--- src/rtl/mt_switch_pkg.sv ---
package mt_switch_pkg;
  typedef struct packed {
    logic svc;    // explicit switch parks the thread
    logic sig;    // wake-up of another thread preempts
    logic instr;  // explicit / conditional switch instructions
    logic lazy;   // switch on use of a missed register
    logic now;    // switch at once on miss
  } mode_t;

  localparam int unsigned MODE_W = $bits(mode_t);
endpackage

--- src/rtl/mt_switch_pick.sv ---
module mt_switch_pick #(
  parameter int unsigned N_THREADS = 4,
  localparam int unsigned TID_W = (N_THREADS > 1) ? $clog2(N_THREADS) : 1
) (
  input  logic [N_THREADS-1:0] req_i,
  output logic [TID_W-1:0]     idx_o,
  output logic                 found_o
);
  // lowest index wins
  always_comb begin
    idx_o = '0;
    for (int i = N_THREADS - 1; i >= 0; i--) begin
      if (req_i[i]) idx_o = TID_W'(i);
    end
  end

  assign found_o = |req_i;
endmodule

--- src/rtl/mt_switch_thread.sv ---
module mt_switch_thread
  import mt_switch_pkg::*;
#(
  parameter int unsigned REG_W = 5,
  parameter logic [MODE_W-1:0] MODE_RST = 5'b00101,
  parameter bit SLEEP_RST = 1'b0
) (
  input  logic             clk_i,
  input  logic             rst_ni,
  input  logic             mode_we_i,
  input  logic [MODE_W-1:0] mode_i,
  input  logic             set_wait_i,
  input  logic             set_lazy_i,
  input  logic [REG_W-1:0] lazy_reg_i,
  input  logic             fill_i,
  input  logic             park_i,
  input  logic             wake_i,
  input  logic [REG_W-1:0] use_reg_i,
  output mode_t            mode_o,
  output logic             wait_o,
  output logic             asleep_o,
  output logic             lazy_hit_o
);
  mode_t            mode_q;
  logic             wait_q, asleep_q, lazy_vld_q;
  logic [REG_W-1:0] lazy_reg_q;

  always_ff @(posedge clk_i or negedge rst_ni) begin
    if (!rst_ni) begin
      mode_q     <= mode_t'(MODE_RST);
      wait_q     <= 1'b0;
      asleep_q   <= SLEEP_RST;
      lazy_vld_q <= 1'b0;
      lazy_reg_q <= '0;
    end else begin
      if (mode_we_i) mode_q <= mode_t'(mode_i);

      if (set_wait_i)  wait_q <= 1'b1;
      else if (fill_i) wait_q <= 1'b0;

      if (set_lazy_i) begin
        lazy_vld_q <= 1'b1;
        lazy_reg_q <= lazy_reg_i;
      end else if (set_wait_i || fill_i) begin
        lazy_vld_q <= 1'b0;
      end

      if (wake_i)      asleep_q <= 1'b0;
      else if (park_i) asleep_q <= 1'b1;
    end
  end

  assign mode_o     = mode_q;
  assign wait_o     = wait_q;
  assign asleep_o   = asleep_q;
  assign lazy_hit_o = lazy_vld_q && (lazy_reg_q == use_reg_i);
endmodule

--- src/rtl/mt_switch_ctrl.sv ---
module mt_switch_ctrl
  import mt_switch_pkg::*;
#(
  parameter int unsigned N_THREADS  = 4,
  parameter int unsigned REG_W      = 5,
  parameter int unsigned SVC_THREAD = N_THREADS - 1,
  parameter logic [4:0]  MODE_RST   = 5'b00101,
  localparam int unsigned TID_W = (N_THREADS > 1) ? $clog2(N_THREADS) : 1
) (
  input  logic                 clk_i,
  input  logic                 rst_ni,
  input  logic                 mode_we_i,
  input  logic [TID_W-1:0]     mode_tid_i,
  input  logic [4:0]           mode_i,
  input  logic                 miss_i,
  input  logic [REG_W-1:0]     miss_reg_i,
  input  logic                 use_i,
  input  logic [REG_W-1:0]     use_reg_i,
  input  logic                 sw_explicit_i,
  input  logic                 sw_cond_i,
  input  logic                 sw_cond_val_i,
  input  logic                 fill_i,
  input  logic [TID_W-1:0]     fill_tid_i,
  input  logic [N_THREADS-1:0] ext_sig_i,
  output logic [TID_W-1:0]     tid_o,
  output logic                 switch_o,
  output logic                 flush_o,
  output logic [TID_W-1:0]     flush_tid_o,
  output logic                 stall_o
);
  localparam logic [N_THREADS-1:0] ONE = N_THREADS'(1);

  logic [TID_W-1:0]     cur_q, ftid_q, nxt;
  logic                 sw_q, found;
  logic [N_THREADS-1:0] cur_oh, fill_oh, wait_v, asleep_v, lazy_hit_v, cand, idle_elig;
  mode_t                mode_v [N_THREADS];
  mode_t                cur_mode;
  logic                 use_hit, t_miss, t_use, t_ins, t_sig, trig, blocked_now, do_sw;
  logic                 set_lazy, park;

  assign cur_oh   = ONE << cur_q;
  assign fill_oh  = fill_i ? (ONE << fill_tid_i) : '0;
  assign cur_mode = mode_v[cur_q];

  // trigger decode for the running thread
  assign use_hit  = use_i && lazy_hit_v[cur_q];
  assign t_miss   = miss_i && cur_mode.now;
  assign t_use    = use_hit && cur_mode.lazy;
  assign t_ins    = cur_mode.instr && (sw_explicit_i || (sw_cond_i && sw_cond_val_i));
  assign t_sig    = cur_mode.sig && |(ext_sig_i & asleep_v & ~cur_oh);
  assign trig     = t_miss || t_use || t_ins || t_sig;
  assign set_lazy = miss_i && !cur_mode.now && cur_mode.lazy;
  assign park     = sw_explicit_i && cur_mode.instr && cur_mode.svc;

  // eligibility sees completions and wake-ups of this cycle
  assign blocked_now = |(cur_oh & ((wait_v & ~fill_oh) | (asleep_v & ~ext_sig_i)));
  assign cand        = (~wait_v | fill_oh) & (~asleep_v | ext_sig_i) & ~cur_oh;
  assign do_sw       = (trig || blocked_now) && found;

  mt_switch_pick #(.N_THREADS(N_THREADS)) u_pick (
    .req_i  (cand),
    .idx_o  (nxt),
    .found_o(found)
  );

  for (genvar g = 0; g < N_THREADS; g++) begin : g_thr
    mt_switch_thread #(
      .REG_W    (REG_W),
      .MODE_RST (MODE_RST),
      .SLEEP_RST(g == SVC_THREAD)
    ) u_thr (
      .clk_i     (clk_i),
      .rst_ni    (rst_ni),
      .mode_we_i (mode_we_i && (mode_tid_i == TID_W'(g))),
      .mode_i    (mode_i),
      .set_wait_i(cur_oh[g] && (t_miss || t_use)),
      .set_lazy_i(cur_oh[g] && set_lazy),
      .lazy_reg_i(miss_reg_i),
      .fill_i    (fill_oh[g]),
      .park_i    (cur_oh[g] && park),
      .wake_i    (ext_sig_i[g]),
      .use_reg_i (use_reg_i),
      .mode_o    (mode_v[g]),
      .wait_o    (wait_v[g]),
      .asleep_o  (asleep_v[g]),
      .lazy_hit_o(lazy_hit_v[g])
    );
  end

  always_ff @(posedge clk_i or negedge rst_ni) begin
    if (!rst_ni) begin
      cur_q  <= '0;
      sw_q   <= 1'b0;
      ftid_q <= '0;
    end else begin
      sw_q <= do_sw;
      if (do_sw) begin
        cur_q  <= nxt;
        ftid_q <= cur_q;
      end
    end
  end

  // stall from registered state only
  assign idle_elig = ~wait_v & ~asleep_v & ~cur_oh;
  assign stall_o   = |(cur_oh & (wait_v | asleep_v)) && !(|idle_elig);

  assign tid_o       = cur_q;
  assign switch_o    = sw_q;
  assign flush_o     = sw_q;
  assign flush_tid_o = ftid_q;
endmodule

--- config.mk ---
export PLATFORM = sky130hd
export DESIGN_NAME = mt_switch_ctrl
export DESIGN_NICKNAME = d
export VERILOG_FILES = /design/src/rtl/mt_switch_pkg.sv /design/src/rtl/mt_switch_pick.sv /design/src/rtl/mt_switch_thread.sv /design/src/rtl/mt_switch_ctrl.sv
export SDC_FILE = /design/constraint.sdc
export NUM_CORES = 1
export LEC_CHECK = 0
export CORE_MARGIN = 2
export CORE_UTILIZATION = 30
export DETAILED_ROUTE_END_ITERATION = 10
export DONT_BUFFER_PORTS = 1
export HOLD_SLACK_MARGIN = 0.1
export PLACE_DENSITY = 0.43
export SLEW_MARGIN = 20
export SYNTH_ARGS = -nofsm -noshare
export SYNTH_HDL_FRONTEND = slang
export SYNTH_HIERARCHICAL = 1
export SYNTH_SLANG_ARGS = --single-unit
--- constraint.sdc ---
create_clock -name clk_i -period 6.8 [get_ports clk_i]
set_clock_uncertainty 0.2 [all_clocks]
set_input_delay 0.68 -clock clk_i [delete_from_list [all_inputs] [get_ports clk_i]]
set_output_delay 0.68 -clock clk_i [all_outputs]
set_load 0.02 [all_outputs]
* Word-level counts from Yosys, hierarchy flattened
Index checks and enable logic that the tools add are counted.
** Word-level totals
- Register bits :: 57
- Bits in latches :: 0
- Bits in writable memories :: 0
- Bits in read-only memories :: 0
- Input bits :: 32
- Output and inout bits :: 7
- Word-level logic and storage cells :: 165
- Memories kept :: 0
** Cells by class
- $add $sub $neg :: 0
- Multipliers :: 0
- Divide/modulo/power cells :: 0
- Magnitude comparators :: 2
- Equal/unequal tests :: 7
- Shift-type cells :: 2
- Mux-type cells :: 34
- Bitwise operators :: 20
- Reduce and logical (&&, ||, !) cells :: 61
** Operators with widths (number)
- $and 4x4->4 :: 10
- $logic_and 1x1->1 :: 32
- $mux 1 :: 25
- $reduce_bool 2->1 :: 12
- $eq 5x5->1 :: 4
- $not 4->4 :: 5
- $reduce_or 4->1 :: 5
- $or 4x4->4 :: 4
- $bmux 5 s2 :: 1
- $mux 5 :: 2
- $logic_or 1x1->1 :: 9
- $mux 2 :: 4
- $shl 1x2->4 const A :: 2
- $eq 2x2->1 const B :: 2
- $mux 4 :: 1
- $ge 3x3->1 const B :: 1
- $lt 2x3->1 const B :: 1
- $not 2->3 :: 1
- $bmux 1 s2 :: 1
- $eq 2x1->1 const B :: 1
- $logic_not 1->1 :: 2
- $logic_not 2->1 :: 1

* Depth between registers and ports, before layout
Gate-level depths: netlist of run 1.
- Depth after elaboration :: 11
- Mapped depth :: 10
- Mapped depth without buffers :: 10

* Modules after synthesis
Netlist of run 1, hierarchy kept.
** Modules (own cells, without submodules)
- mt_switch_thread at g_thr[0].u_thr ... :: times used 3, cells each 37, area each 531.8 um2, sequential area each 327.8 um2
- mt_switch_ctrl :: times used 1, cells each 85, area each 758.2 um2, sequential area each 125.1 um2
- mt_switch_thread at g_thr[3].u_thr :: times used 1, cells each 37, area each 533.0 um2, sequential area each 329.1 um2
- mt_switch_pick :: times used 1, cells each 7, area each 35.0 um2, sequential area each 0.0 um2

* Worst setup path after synthesis of run 1
OpenSTA, ideal clock, no wires.
- Kind :: input-to-reg
- Start :: in use_reg_i[0]
- End :: reg ftid_q[0], in the netlist flush_tid_o[0]
- Setup time :: 0.125 ns
- Data arrival time :: 2.302 ns
- Data required time :: 6.475 ns
- Setup slack :: 4.173 ns
- Cell stages on the path :: 9
- Path buffers :: 0
- Cell sequence :: xor2_1 nor4_1 and3_1 nand2_1 nor2_1 a311o_1 a32oi_4 a41o_4 mux2_4
** On the way
- Word-level cells in the longest chain between the ends :: 11
- Elaborated cells between the ends (all ways) :: 17
- Classes of those cells :: 4 x eq/ne; 2 x mux; 11 x reduce/logical
** Ends and longest elaborated chain
- start, declared :: RTL line mt_switch_ctrl.sv:18 : input logic [REG_W-1:0] use_reg_i,
- $eq 5x5->1 :: RTL line mt_switch_thread.sv:56 : assign lazy_hit_o = lazy_vld_q && (lazy_reg_q == use_reg_i);
- $logic_and 1x1->1 :: RTL line mt_switch_thread.sv:56
- named net lazy_hit_v[0] :: RTL line mt_switch_ctrl.sv:35 : logic [N_THREADS-1:0] cur_oh, fill_oh, wait_v, asleep_v, lazy_hit_v, cand, idle_elig;
- $bmux 1 s2 :: RTL line mt_switch_ctrl.sv:46 : assign use_hit = use_i && lazy_hit_v[cur_q];
- $mux 1 (not written as such) :: RTL line mt_switch_ctrl.sv:46
- $logic_and 1x1->1 :: RTL line mt_switch_ctrl.sv:46
- $logic_and 1x1->1 :: RTL line mt_switch_ctrl.sv:48 : assign t_use = use_hit && cur_mode.lazy;
- $logic_or 1x1->1 (3 in a row) :: RTL line mt_switch_ctrl.sv:51 : assign trig = t_miss || t_use || t_ins || t_sig;
- $logic_or 1x1->1 :: RTL line mt_switch_ctrl.sv:58 : assign do_sw = (trig || blocked_now) && found;
- $logic_and 1x1->1 :: RTL line mt_switch_ctrl.sv:58
- end signal, assigned :: RTL line mt_switch_ctrl.sv:99 : ftid_q <= cur_q;
- end, declared :: RTL line mt_switch_ctrl.sv:33 : logic [TID_W-1:0] cur_q, ftid_q, nxt;
The timed path passes the listed nets, and every way through them passes these cells. The select of a mux whose other input is x is not followed.
A chain may end at the register's enable or synchronous reset.

* Final worst setup path of run 1
- Start :: reg cur_q[0], in the netlist tid_o[0]
- End :: reg g_thr[0].u_thr.lazy_reg_q[0]
** On the way
- Word-level cells in the longest chain between the ends :: 8
- Elaborated cells between the ends (all ways) :: 9
- Classes of those cells :: 1 x shift; 3 x mux; 1 x bitwise; 4 x reduce/logical
** Ends and longest elaborated chain
- start, declared :: RTL line mt_switch_ctrl.sv:33
- start signal, assigned :: RTL line mt_switch_ctrl.sv:98 : cur_q <= nxt;
- $not 2->3 (not written as such) :: RTL line mt_switch_ctrl.sv:43 : assign cur_mode = mode_v[cur_q];
- $bmux 5 s2 :: RTL line mt_switch_ctrl.sv:43
- $mux 5 (not written as such) (2 in a row) :: RTL line mt_switch_ctrl.sv:43
- $logic_not 1->1 :: RTL line mt_switch_ctrl.sv:52 : assign set_lazy = miss_i && !cur_mode.now && cur_mode.lazy;
- $logic_and 1x1->1 (2 in a row) :: RTL line mt_switch_ctrl.sv:52
- $logic_and 1x1->1 * :: RTL line mt_switch_ctrl.sv:77 : .set_lazy_i(cur_oh[g] && set_lazy),
- end signal, assigned :: RTL line mt_switch_thread.sv:43 : lazy_reg_q <= lazy_reg_i;
- end, declared :: RTL line mt_switch_thread.sv:26 : logic [REG_W-1:0] lazy_reg_q;
Every way passes the cells marked *; elsewhere a longest branch is shown, timed or not. The select of a mux whose other input is x is not followed.

==> run_results.csv, run 1 <==
group,metric,value,unit
synth,synth_fp_nets,272,
clock_network,h-tree-depth,3,
critical_path,reg2reg_slack,4.03,ns
global_routing,grt_pass1_wl,10.3,mm
floorplanning,rows,36,
global_routing,met3_usage,0.0536,
drt,detail_route.iter0.violations,70,
clock_network,clk_latency,0.34,ns
floorplanning,die_area,10500,µm²
synth,yosysSeqAreaShare,0.492,
synth,async_flop_share,1.00,
finish,final_common_cell,"dfrtp_1",
floorplanning,coreArea,9590,µm²
clock_network,postCtsSetupRepairBufs,0,
critical_path,cp.arrival,2.80,ns
floorplanning,io-pin-count,39,
global_routing,grt_use_met2,0.178,
synth,synth_area_per_cell,12.2,µm²
clock_network,cts_resized,0,
pwr,powerDensity,431,nW/µm²
finish,fill_cells,966,
floorplanning,initial_core_util,0.305,
timing,maxSlewViolCount,0,
global_routing,grt_max_degree,58,
clock_network,ctsHoldBuffers,2,
place,place_congestion,0.759,
min_path,min-delay-path-class,"primary input to flop",
job,drv_cap,0,
drt,wl,6.52,mm
timing,fmax,0.361,GHz
drt,drc,0,
synth,synth_edf_count,0,
critical_path,endpoint_kind,"flop",
finish,n_antenna_cell,0,
timing,slew_headroom,0.325,
timing,hold_violations,0,
finish,mostFrequentLayoutCells,"dfrtp_1 (48), mux2_2 (40), nor2_1 (28)",
clock_network,cts.clk_slew.worst_paths,0.07,ns
finish,multiInputGateArea,1390,µm²
timing,worst_pin_slew,1.00,ns
clock_network,cts.sink_count,57,
synth,synth.distinct_cells,39,
pwr,vdd_drop_max,0.0000925,V
place,hpwl,4.54,mm
drt,viasPerCell,4.64,
pwr,p_leak,0.00144,µW
synth,synth-main-ff-cell,"dfrtp_1",
finish,drive_gt1_frac,0.351,
clock_network,clk_path_buf_depth,2,
finish,ff_latch_area,1440,µm²
critical_path,critPathMaxFanout,6,
floorplanning,die_w,103,µm
timing,setup-violations-final,0,
synth,yosysWarnings,6,
place,portBuffers,0,
synth,syn-cell-area,2920,µm²
clock_network,cts_tree,"done",
timing,rsz0062_at_grt,"false",
timing,layout_min_cycle_time,2.77,ns
drt,vias,1781,
global_routing,first_global_vias,1840,
synth,ys_ff_latch,57,
global_routing,gr-usage-met1,0.195,
global_routing,grt_busiest_layer,"met1",
finish,fin_util,0.347,
clock_network,cts_root_buf,"clkbuf_8",
global_routing,grt_overflow,0,
drt,first_pass_iters,5,
finish,fin_nets,278,
global_routing,antenna_found_initial,0,
outcome,outcome,"finished clean",
global_routing,track_usage,0.135,
timing,fin_setup_tns,0,ns
floorplanning,chipHeight,103,µm
synth,syn_inst,240,
finish,area_delta_synth_final,13.8,%
clock_network,numCtsBuffers,9,
critical_path,cp-start-kind,"flop",
drt,ant_nets,0,
critical_path,cp.required,6.83,ns
drt,post_drt_wl_per_cell,17.0,µm
critical_path,critical_path_class,"flop to flop",
timing,post-route-period-util,0.407,
[cells by family after synthesis]
logic type,synth area share
simple gates,0.112
flops,0.492
mux,0.221
compound gates,0.0822
xor+xnor,0.0600
buf+inv,0.0330
[metrics by stage]
stage | cell area (µm²) | power (µW) | instances | setup WS (ns) | hold slack, ns
2_1_floorplan | 2920 | 963 | 240 | 4.17 | 0.184
3_3_place_gp | 3050 | 1050 | 366 | 4.01 | 0.187
3_5_place_dp | 3050 | 1050 | 366 | 3.99 | 0.187
4_1_cts | 3320 | 1450 | 384 | 4.02 | 0.143
5_1_grt | 3320 | 1530 | 384 | 3.90 | 0.133
6_report | 3320 | 1430 | 384 | 4.03 | 0.161
[worst max-delay path, stage by stage (launching register included)]
cell	delay (ns)
dfrtp_1	0.41
mux4_2	0.57
nand3b_1	0.26
nor3_1	0.80
mux2_2	0.42
[state kept, by name (all words and copies together) (netlist names)]
name                    cells
g_thr.u_thr/mode_o         20
g_thr.u_thr/wait_o          4
g_thr.u_thr/lazy_vld_q      4
tid_o                       2
g_thr.u_thr/lazy_reg_q     20
flush_tid_o                 2
g_thr.u_thr/asleep_o        4
flush_o                     1
[Yosys cell counts, types with 2 or more instances]
library cell	n	area share
buf_2	5	0.0086
dfstp_2	9	0.081
o22ai_1	3	0.0064
o21a_2	2	0.0060
xnor2_1	4	0.012
nand2b_1	4	0.0086
mux4_2	6	0.046
buf_4	2	0.0051
nand2_1	8	0.010
a21o_1	9	0.023
a32oi_1	2	0.0060
xor2_1	16	0.048
and2_1	2	0.0043
and3_1	5	0.011
nor3_1	4	0.0069
nor2_1	28	0.036
nand3b_1	2	0.0051
nand3_1	2	0.0034
a21oi_2	2	0.0060
mux2_4	4	0.021
dfrtp_1	48	0.41
mux2_2	40	0.15
inv_1	11	0.014
a21oi_1	4	0.0069
nor4_1	4	0.0086
[path summary, 6_finish.rpt]
check	from	to	cells past startpoint
setup reg to reg	tid_o[0]$_DFFE_PN0P_	g_thr[0].u_thr/lazy_reg_q[0]$_DFFE_PN0P_	4
setup / recovery	tid_o[0]$_DFFE_PN0P_	g_thr[0].u_thr/lazy_reg_q[0]$_DFFE_PN0P_	4
min in group asynchronous	rst_ni	g_thr[2].u_thr/asleep_o$_DFFE_PN0P_	2
hold / removal	ext_sig_i[3]	g_thr[3].u_thr/asleep_o$_DFFE_PN1P_	1
max in group asynchronous	rst_ni	g_thr[0].u_thr/mode_o[2]$_DFFE_PN1P_	2
hold reg to reg	g_thr[3].u_thr/lazy_vld_q$_DFFE_PN0P_	g_thr[3].u_thr/lazy_vld_q$_DFFE_PN0P_	1
[final cells by class]
type | count | area share
clock inverter | 4 | 0.0222
tap | 133 | 0.0501
sequential | 57 | 0.432
inverter | 11 | 0.0124
clock buffer | 12 | 0.0497
timing repair buffer | 4 | 0.0158
multi-input combinational | 163 | 0.417
[where the power goes]
part | switching, µW | total [µW] | internal (µW)
combinational | 221 | 489 | 268
sequential | 97.7 | 563 | 465
clock | 143 | 380 | 236
[routing by layer]
layer	wire [µm]	vias up	part of all wire
met2	2790	31	0.43
met4	74	0	0.011
met5	0	-	0
li1	-	853	-
met1	3320	891	0.51
met3	326	6	0.050
Note: power is estimated with default switching activity, not from simulation.
==> run 2, diff against run 1 <==
Clock period 6.8 ns to 2.61 ns, I/O delays scaled along.
==> run 2 against run 1 <==
  * Sequential cell count unchanged
  * Fmax grew 12%
  * Critical path type unchanged
  * Setup slack lost 3.9 ns
  * Final cell count is 8.6% higher
==> run_results.csv, run 2 (synthesis gave the netlist of run 1 again) <==
group,metric,value,unit
timing,setup-violations-final,0,
clock_network,cts_root_buf,"clkbuf_8",
finish,final_common_cell,"dfrtp_1",
critical_path,critPathMaxFanout,5,
pwr,p_leak,0.00159,µW
global_routing,grt_pass1_wl,11.1,mm
critical_path,critical_path_class,"flop to flop",
finish,area_delta_synth_final,23.7,%
finish,fin_util,0.377,
drt,viasPerCell,4.59,
clock_network,cts.sink_count,57,
timing,slew_headroom,0.639,
global_routing,grt_overflow,0,
floorplanning,die_area,10500,µm²
clock_network,numCtsBuffers,9,
clock_network,h-tree-depth,3,
drt,first_pass_iters,6,
finish,n_antenna_cell,0,
job,drv_cap,0,
critical_path,reg2reg_slack,0.13,ns
global_routing,grt_max_degree,58,
critical_path,worstPathCellList,"xor2_1 > nor4_1 > and3_1 > nand2_1 > nor2_1 > a311o_1 > a32oi_4 > a41o_4 > mux2_4",
pwr,powerDensity,1030,nW/µm²
critical_path,cp.arrival,2.50,ns
min_path,min-delay-path-class,"primary input to flop",
place,dp_cells,374,
drt,ant_nets,0,
drt,vias,1916,
timing,fin_setup_tns,0,ns
finish,finalNonFillerCells,417,
floorplanning,coreArea,9590,µm²
pwr,vdd_drop_max,0.000252,V
place,portBuffers,0,
finish,fin_nets,311,
floorplanning,chipHeight,103,µm
place,place_congestion,0.788,
outcome,outcome,"finished clean",
floorplanning,die_w,103,µm
critical_path,r2r_cells,9,
critical_path,cp-start-kind,"flop",
drt,post_drt_wl_per_cell,16.1,µm
floorplanning,initial_core_util,0.305,
global_routing,first_global_vias,2106,
min_path,hold_start,"fill_i",
clock_network,clk_latency,0.33,ns
timing,maxSlewViolCount,0,
drt,wl,6.73,mm
critical_path,r2r_start,"g_thr[0].u_thr/lazy_reg_q[0]$_DFFE_PN0P_",
timing,post-route-period-util,0.951,
floorplanning,io-pin-count,39,
timing,fmax,0.403,GHz
min_path,holdPathStages,4,
finish,drive_gt1_frac,0.335,
place,dpl_cell_area,3110,µm²
clock_network,postCtsSetupRepairBufs,0,
place,hpwl,4.80,mm
critical_path,max_stage_delay,0.38,ns
clock_network,cts_tree,"done",
critical_path,crit_family,"compound AO/OA/AOI/OAI gates",
timing,layout_min_cycle_time,2.48,ns
timing,rsz0062_at_grt,"false",
critical_path,crit_buf_inv,0,
critical_path,cpMaxStageDelayCell,"dfrtp_1",
clock_network,ctsHoldBuffers,27,
critical_path,r2r-end,"tid_o[0]$_DFFE_PN0P_",
clock_network,cts.clk_slew.worst_paths,0.06,ns
critical_path,endpoint_kind,"flop",
global_routing,track_usage,0.142,
clock_network,cts_resized,0,
critical_path,cp.required,2.63,ns
global_routing,antenna_found_initial,0,
timing,worst_pin_slew,0.539,ns
min_path,hold_end,"g_thr[0].u_thr/lazy_vld_q$_DFFE_PN0P_",
finish,final_area,3610,µm²
drt,drc,0,
timing,hold_violations,0,
finish,mostFrequentLayoutCells,"dfrtp_1 (48), mux2_2 (40), nor2_1 (28)",
floorplanning,rows,36,
drt,detail_route.iter0.violations,65,
clock_network,clk_path_buf_depth,2,
==> run 2: cell types whose count changed in the layout (fill, tap and decap cells not counted), sizes merged <==
cell and delta:
buf +8, dlygate4sd3 +25, clkbuf +2, bufinv -1
clkinv -1
==> run 2: area by class of cell <==
class	instances	area (µm²)
inverter	11	41.3
clock buffer	14	183
fill	955	5980
timing repair buffer	37	363
clock inverter	2	35.0
sequential	57	1440
multi-input combinational	163	1390
tap	133	166
==> run 2: worst max path at each step <==
| stage | start | to | slack (ns) | cells past startpoint |
|---|---|---|---|---|
| finish | g_thr[0].u_thr/lazy_reg_q[0]$_DFFE_PN0P_ | tid_o[0]$_DFFE_PN0P_ | 0.13 | 9 |
| global route | g_thr[1].u_thr/lazy_reg_q[0]$_DFFE_PN0P_ | tid_o[1]$_DFFE_PN0P_ | 0.004 | 8 |
| CTS | g_thr[1].u_thr/lazy_reg_q[0]$_DFFE_PN0P_ | tid_o[0]$_DFFE_PN0P_ | 0.10 | 8 |
| detailed placement | g_thr[1].u_thr/lazy_reg_q[0]$_DFFE_PN0P_ | tid_o[0]$_DFFE_PN0P_ | 0.11 | 8 |
| global placement | g_thr[1].u_thr/lazy_reg_q[0]$_DFFE_PN0P_ | tid_o[0]$_DFFE_PN0P_ | 0.10 | 8 |
| floorplan | tid_o[0]$_DFFE_PN0P_ | g_thr[0].u_thr/lazy_reg_q[0]$_DFFE_PN0P_ | 0.29 | 6 |
==> run 2: stage by stage <==
step	worst slack, ns	hold WS (ns)	power (µW)
floorplan	0.291	-0.235	2510
global placement	0.105	-0.233	2780
detailed placement	0.107	-0.232	2790
CTS	0.100	0.100	3770
global route	0.00371	0.126	3980
finish	0.128	0.113	3710
==> run 2: metal layers <==
| metal | GRT usage | wire length [µm] | up-vias |
|---|---|---|---|
| met3 | 0.0461 | 294 | 6 |
| met1 | 0.200 | 3380 | 952 |
| met4 | 0.0462 | 48 | 0 |
| met2 | 0.206 | 3010 | 38 |
| li1 | - | - | 920 |
| met5 | 0 | 0 | - |
==> run 2: where the power goes <==
part           internal [µW]  switching [µW]  leakage [µW]
registers               1210             270      0.000690
clock network            544             340      0.000113
logic                    767             578      0.000787
==> run 2: tightest hold or removal path: stages <==
cell      delay [ns]
nand2b_1        0.07
nor2_1          0.06
nor2_1          0.10
a21o_1          0.12
==> run 3, diff against run 2 <==
Settings changed: PLACE_DENSITY 0.43 to 0.44.
Clock period 2.61 ns to 2.1 ns, I/O delays scaled along.
==> run 3 against run 2 <==
  * The flow now finishes with violations (setup timing)
  * Clock power is 18% higher
  * Combinational power is 67% higher
  * Fmax is 4.1% higher
  * Sequential cell count stayed put
  * Count of clock-buffer cells in the layout is 3 lower
  * Register-to-register slack worse by 0.41 ns
  * Setup slack worse by 0.41 ns
  * Sequential power is 22% higher
  * Largest power group is now combinational logic
==> run_results.csv, run 3 (synthesis gave the netlist of run 1 again) <==
group,metric,value,unit
outcome,outcome,"finished with violations",
outcome,violations,"setup timing",
critical_path,cp-start-kind,"flop",
timing,slew_headroom,0.744,
global_routing,antenna_found_initial,0,
finish,fin_util,0.415,
pwr,vdd_drop_max,0.000326,V
clock_network,cts_tree,"done",
timing,rsz0062_at_grt,"true",
job,drv_cap,0,
pwr,powerDensity,1280,nW/µm²
critical_path,critical_path_class,"flop to flop",
critical_path,r2r_cells,8,
pwr,power,5100,µW
finish,final_area,3980,µm²
min_path,hold_start,"mode_tid_i[1]",
timing,worst_pin_slew,0.382,ns
clock_network,cts.clk_slew.worst_paths,0.07,ns
drt,vias,2032,
global_routing,grt_pass1_wl,11.0,mm
timing,setup-violations-final,33,
critical_path,endpoint_kind,"flop",
finish,area_delta_synth_final,36.1,%
critical_path,r2r_start,"g_thr[1].u_thr/lazy_reg_q[2]$_DFFE_PN0P_",
min_path,hold_end,"g_thr[3].u_thr/mode_o[4]$_DFFE_PN0P_",
pwr,p_leak,0.00176,µW
timing,fin_setup_tns,-5.04,ns
global_routing,track_usage,0.141,
floorplanning,coreArea,9590,µm²
place,dpl_cell_area,3270,µm²
timing,post-route-period-util,1.14,
global_routing,grt_overflow,0,
clock_network,numCtsBuffers,9,
finish,fin_nets,339,
finish,mostFrequentLayoutCells,"dfrtp_1 (47), dlygate4sd3_1 (30), buf_4 (29)",
global_routing,first_global_vias,2107,
place,place_congestion,0.764,
drt,post_drt_wl_per_cell,15.6,µm
clock_network,clk_path_buf_depth,2,
floorplanning,rows,36,
critical_path,r2r-end,"flush_tid_o[1]$_DFFE_PN0P_",
min_path,holdPathStages,2,
drt,first_pass_iters,4,
floorplanning,initial_core_util,0.305,
drt,detail_route.iter0.violations,45,
floorplanning,die_area,10500,µm²
timing,hold_violations,0,
finish,drive_gt1_frac,0.426,
clock_network,h-tree-depth,3,
drt,wl,6.95,mm
critical_path,critPathMaxFanout,5,
critical_path,cp.arrival,2.42,ns
place,hpwl,4.73,mm
finish,n_antenna_cell,0,
timing,fmax,0.419,GHz
finish,final_common_cell,"dfrtp_1",
drt,viasPerCell,4.57,
place,portBuffers,0,
timing,layout_min_cycle_time,2.39,ns
floorplanning,chipHeight,103,µm
global_routing,grt_max_degree,58,
floorplanning,io-pin-count,39,
timing,finalWorstSetupSlack,-0.285,ns
drt,drc,0,
drt,ant_nets,0,
clock_network,cts.sink_count,57,
min_path,min-delay-path-class,"primary input to flop",
critical_path,cp.required,2.13,ns
critical_path,reg2reg_slack,-0.29,ns
clock_network,clk_latency,0.34,ns
timing,maxSlewViolCount,0,
floorplanning,die_w,103,µm
clock_network,cts_root_buf,"clkbuf_8",
==> run 3: worst max-delay path by stage <==
stage | from | cells past startpoint | endpoint
global placement | tid_o[0]$_DFFE_PN0P_ | 4 | g_thr[1].u_thr/lazy_reg_q[3]$_DFFE_PN0P_
global route | g_thr[1].u_thr/lazy_reg_q[2]$_DFFE_PN0P_ | 8 | tid_o[0]$_DFFE_PN0P_
detailed placement | g_thr[1].u_thr/lazy_reg_q[0]$_DFFE_PN0P_ | 10 | g_thr[0].u_thr/lazy_vld_q$_DFFE_PN0P_
CTS | g_thr[1].u_thr/lazy_reg_q[2]$_DFFE_PN0P_ | 8 | flush_tid_o[1]$_DFFE_PN0P_
floorplan | tid_o[0]$_DFFE_PN0P_ | 6 | g_thr[0].u_thr/lazy_reg_q[0]$_DFFE_PN0P_
finish | g_thr[1].u_thr/lazy_reg_q[2]$_DFFE_PN0P_ | 8 | flush_tid_o[1]$_DFFE_PN0P_
==> run 3: layout make-up <==
cell class	instances	area [µm²]
Fill cell	918	5620
Multi-Input combinational cell	163	1530
Sequential cell	57	1440
Timing Repair Buffer	65	602
Tap cell	133	166
Clock buffer	11	141
Clock inverter	5	55.1
Inverter	11	41.3
==> run 3: power breakdown <==
part           total, µW  switching, µW  internal, µW  leakage, µW
clock network       1040            460           576    0.0000953
logic               2250            922          1330     0.000973
registers           1810            306          1510     0.000689
total               5100           1690          3420      0.00176
==> run 3: repair_timing <==
item                                    in CTS  in global routing
endpoints found under the hold margin      109                  2
pin swaps                                    1                 12
resized for setup                           29                 15
hold buffers                                30                  1
endpoints found under the setup margin      33                 36
setup buffers                                1                  1
==> run 3: through the flow <==
step | setup WS (ns) | hold slack (ns) | instances
after floorplan | -0.163 | -0.286 | 240
after global placement | -0.353 | -0.283 | 396
after detailed placement | -0.395 | -0.283 | 396
after CTS | -0.312 | 0.0919 | 443
after global routing | -0.399 | 0.160 | 445
final | -0.285 | 0.172 | 445
==> run 3: worst max-delay path, cell delays in order (launching register included) <==
cell,delay [ns]
dfrtp_1,0.39
xor2_1,0.14
nor4_1,0.30
and3_1,0.20
nand2_1,0.05
o211ai_1,0.24
a32oi_4,0.17
a41o_4,0.27
mux2_4,0.31
==> run 3: routing by layer <==
metal	global-route usage	share of wire	wire length, µm
met1	0.205	0.51	3570
met2	0.197	0.44	3050
met3	0.0339	0.036	249
met4	0.0677	0.011	77
met5	0	0	0
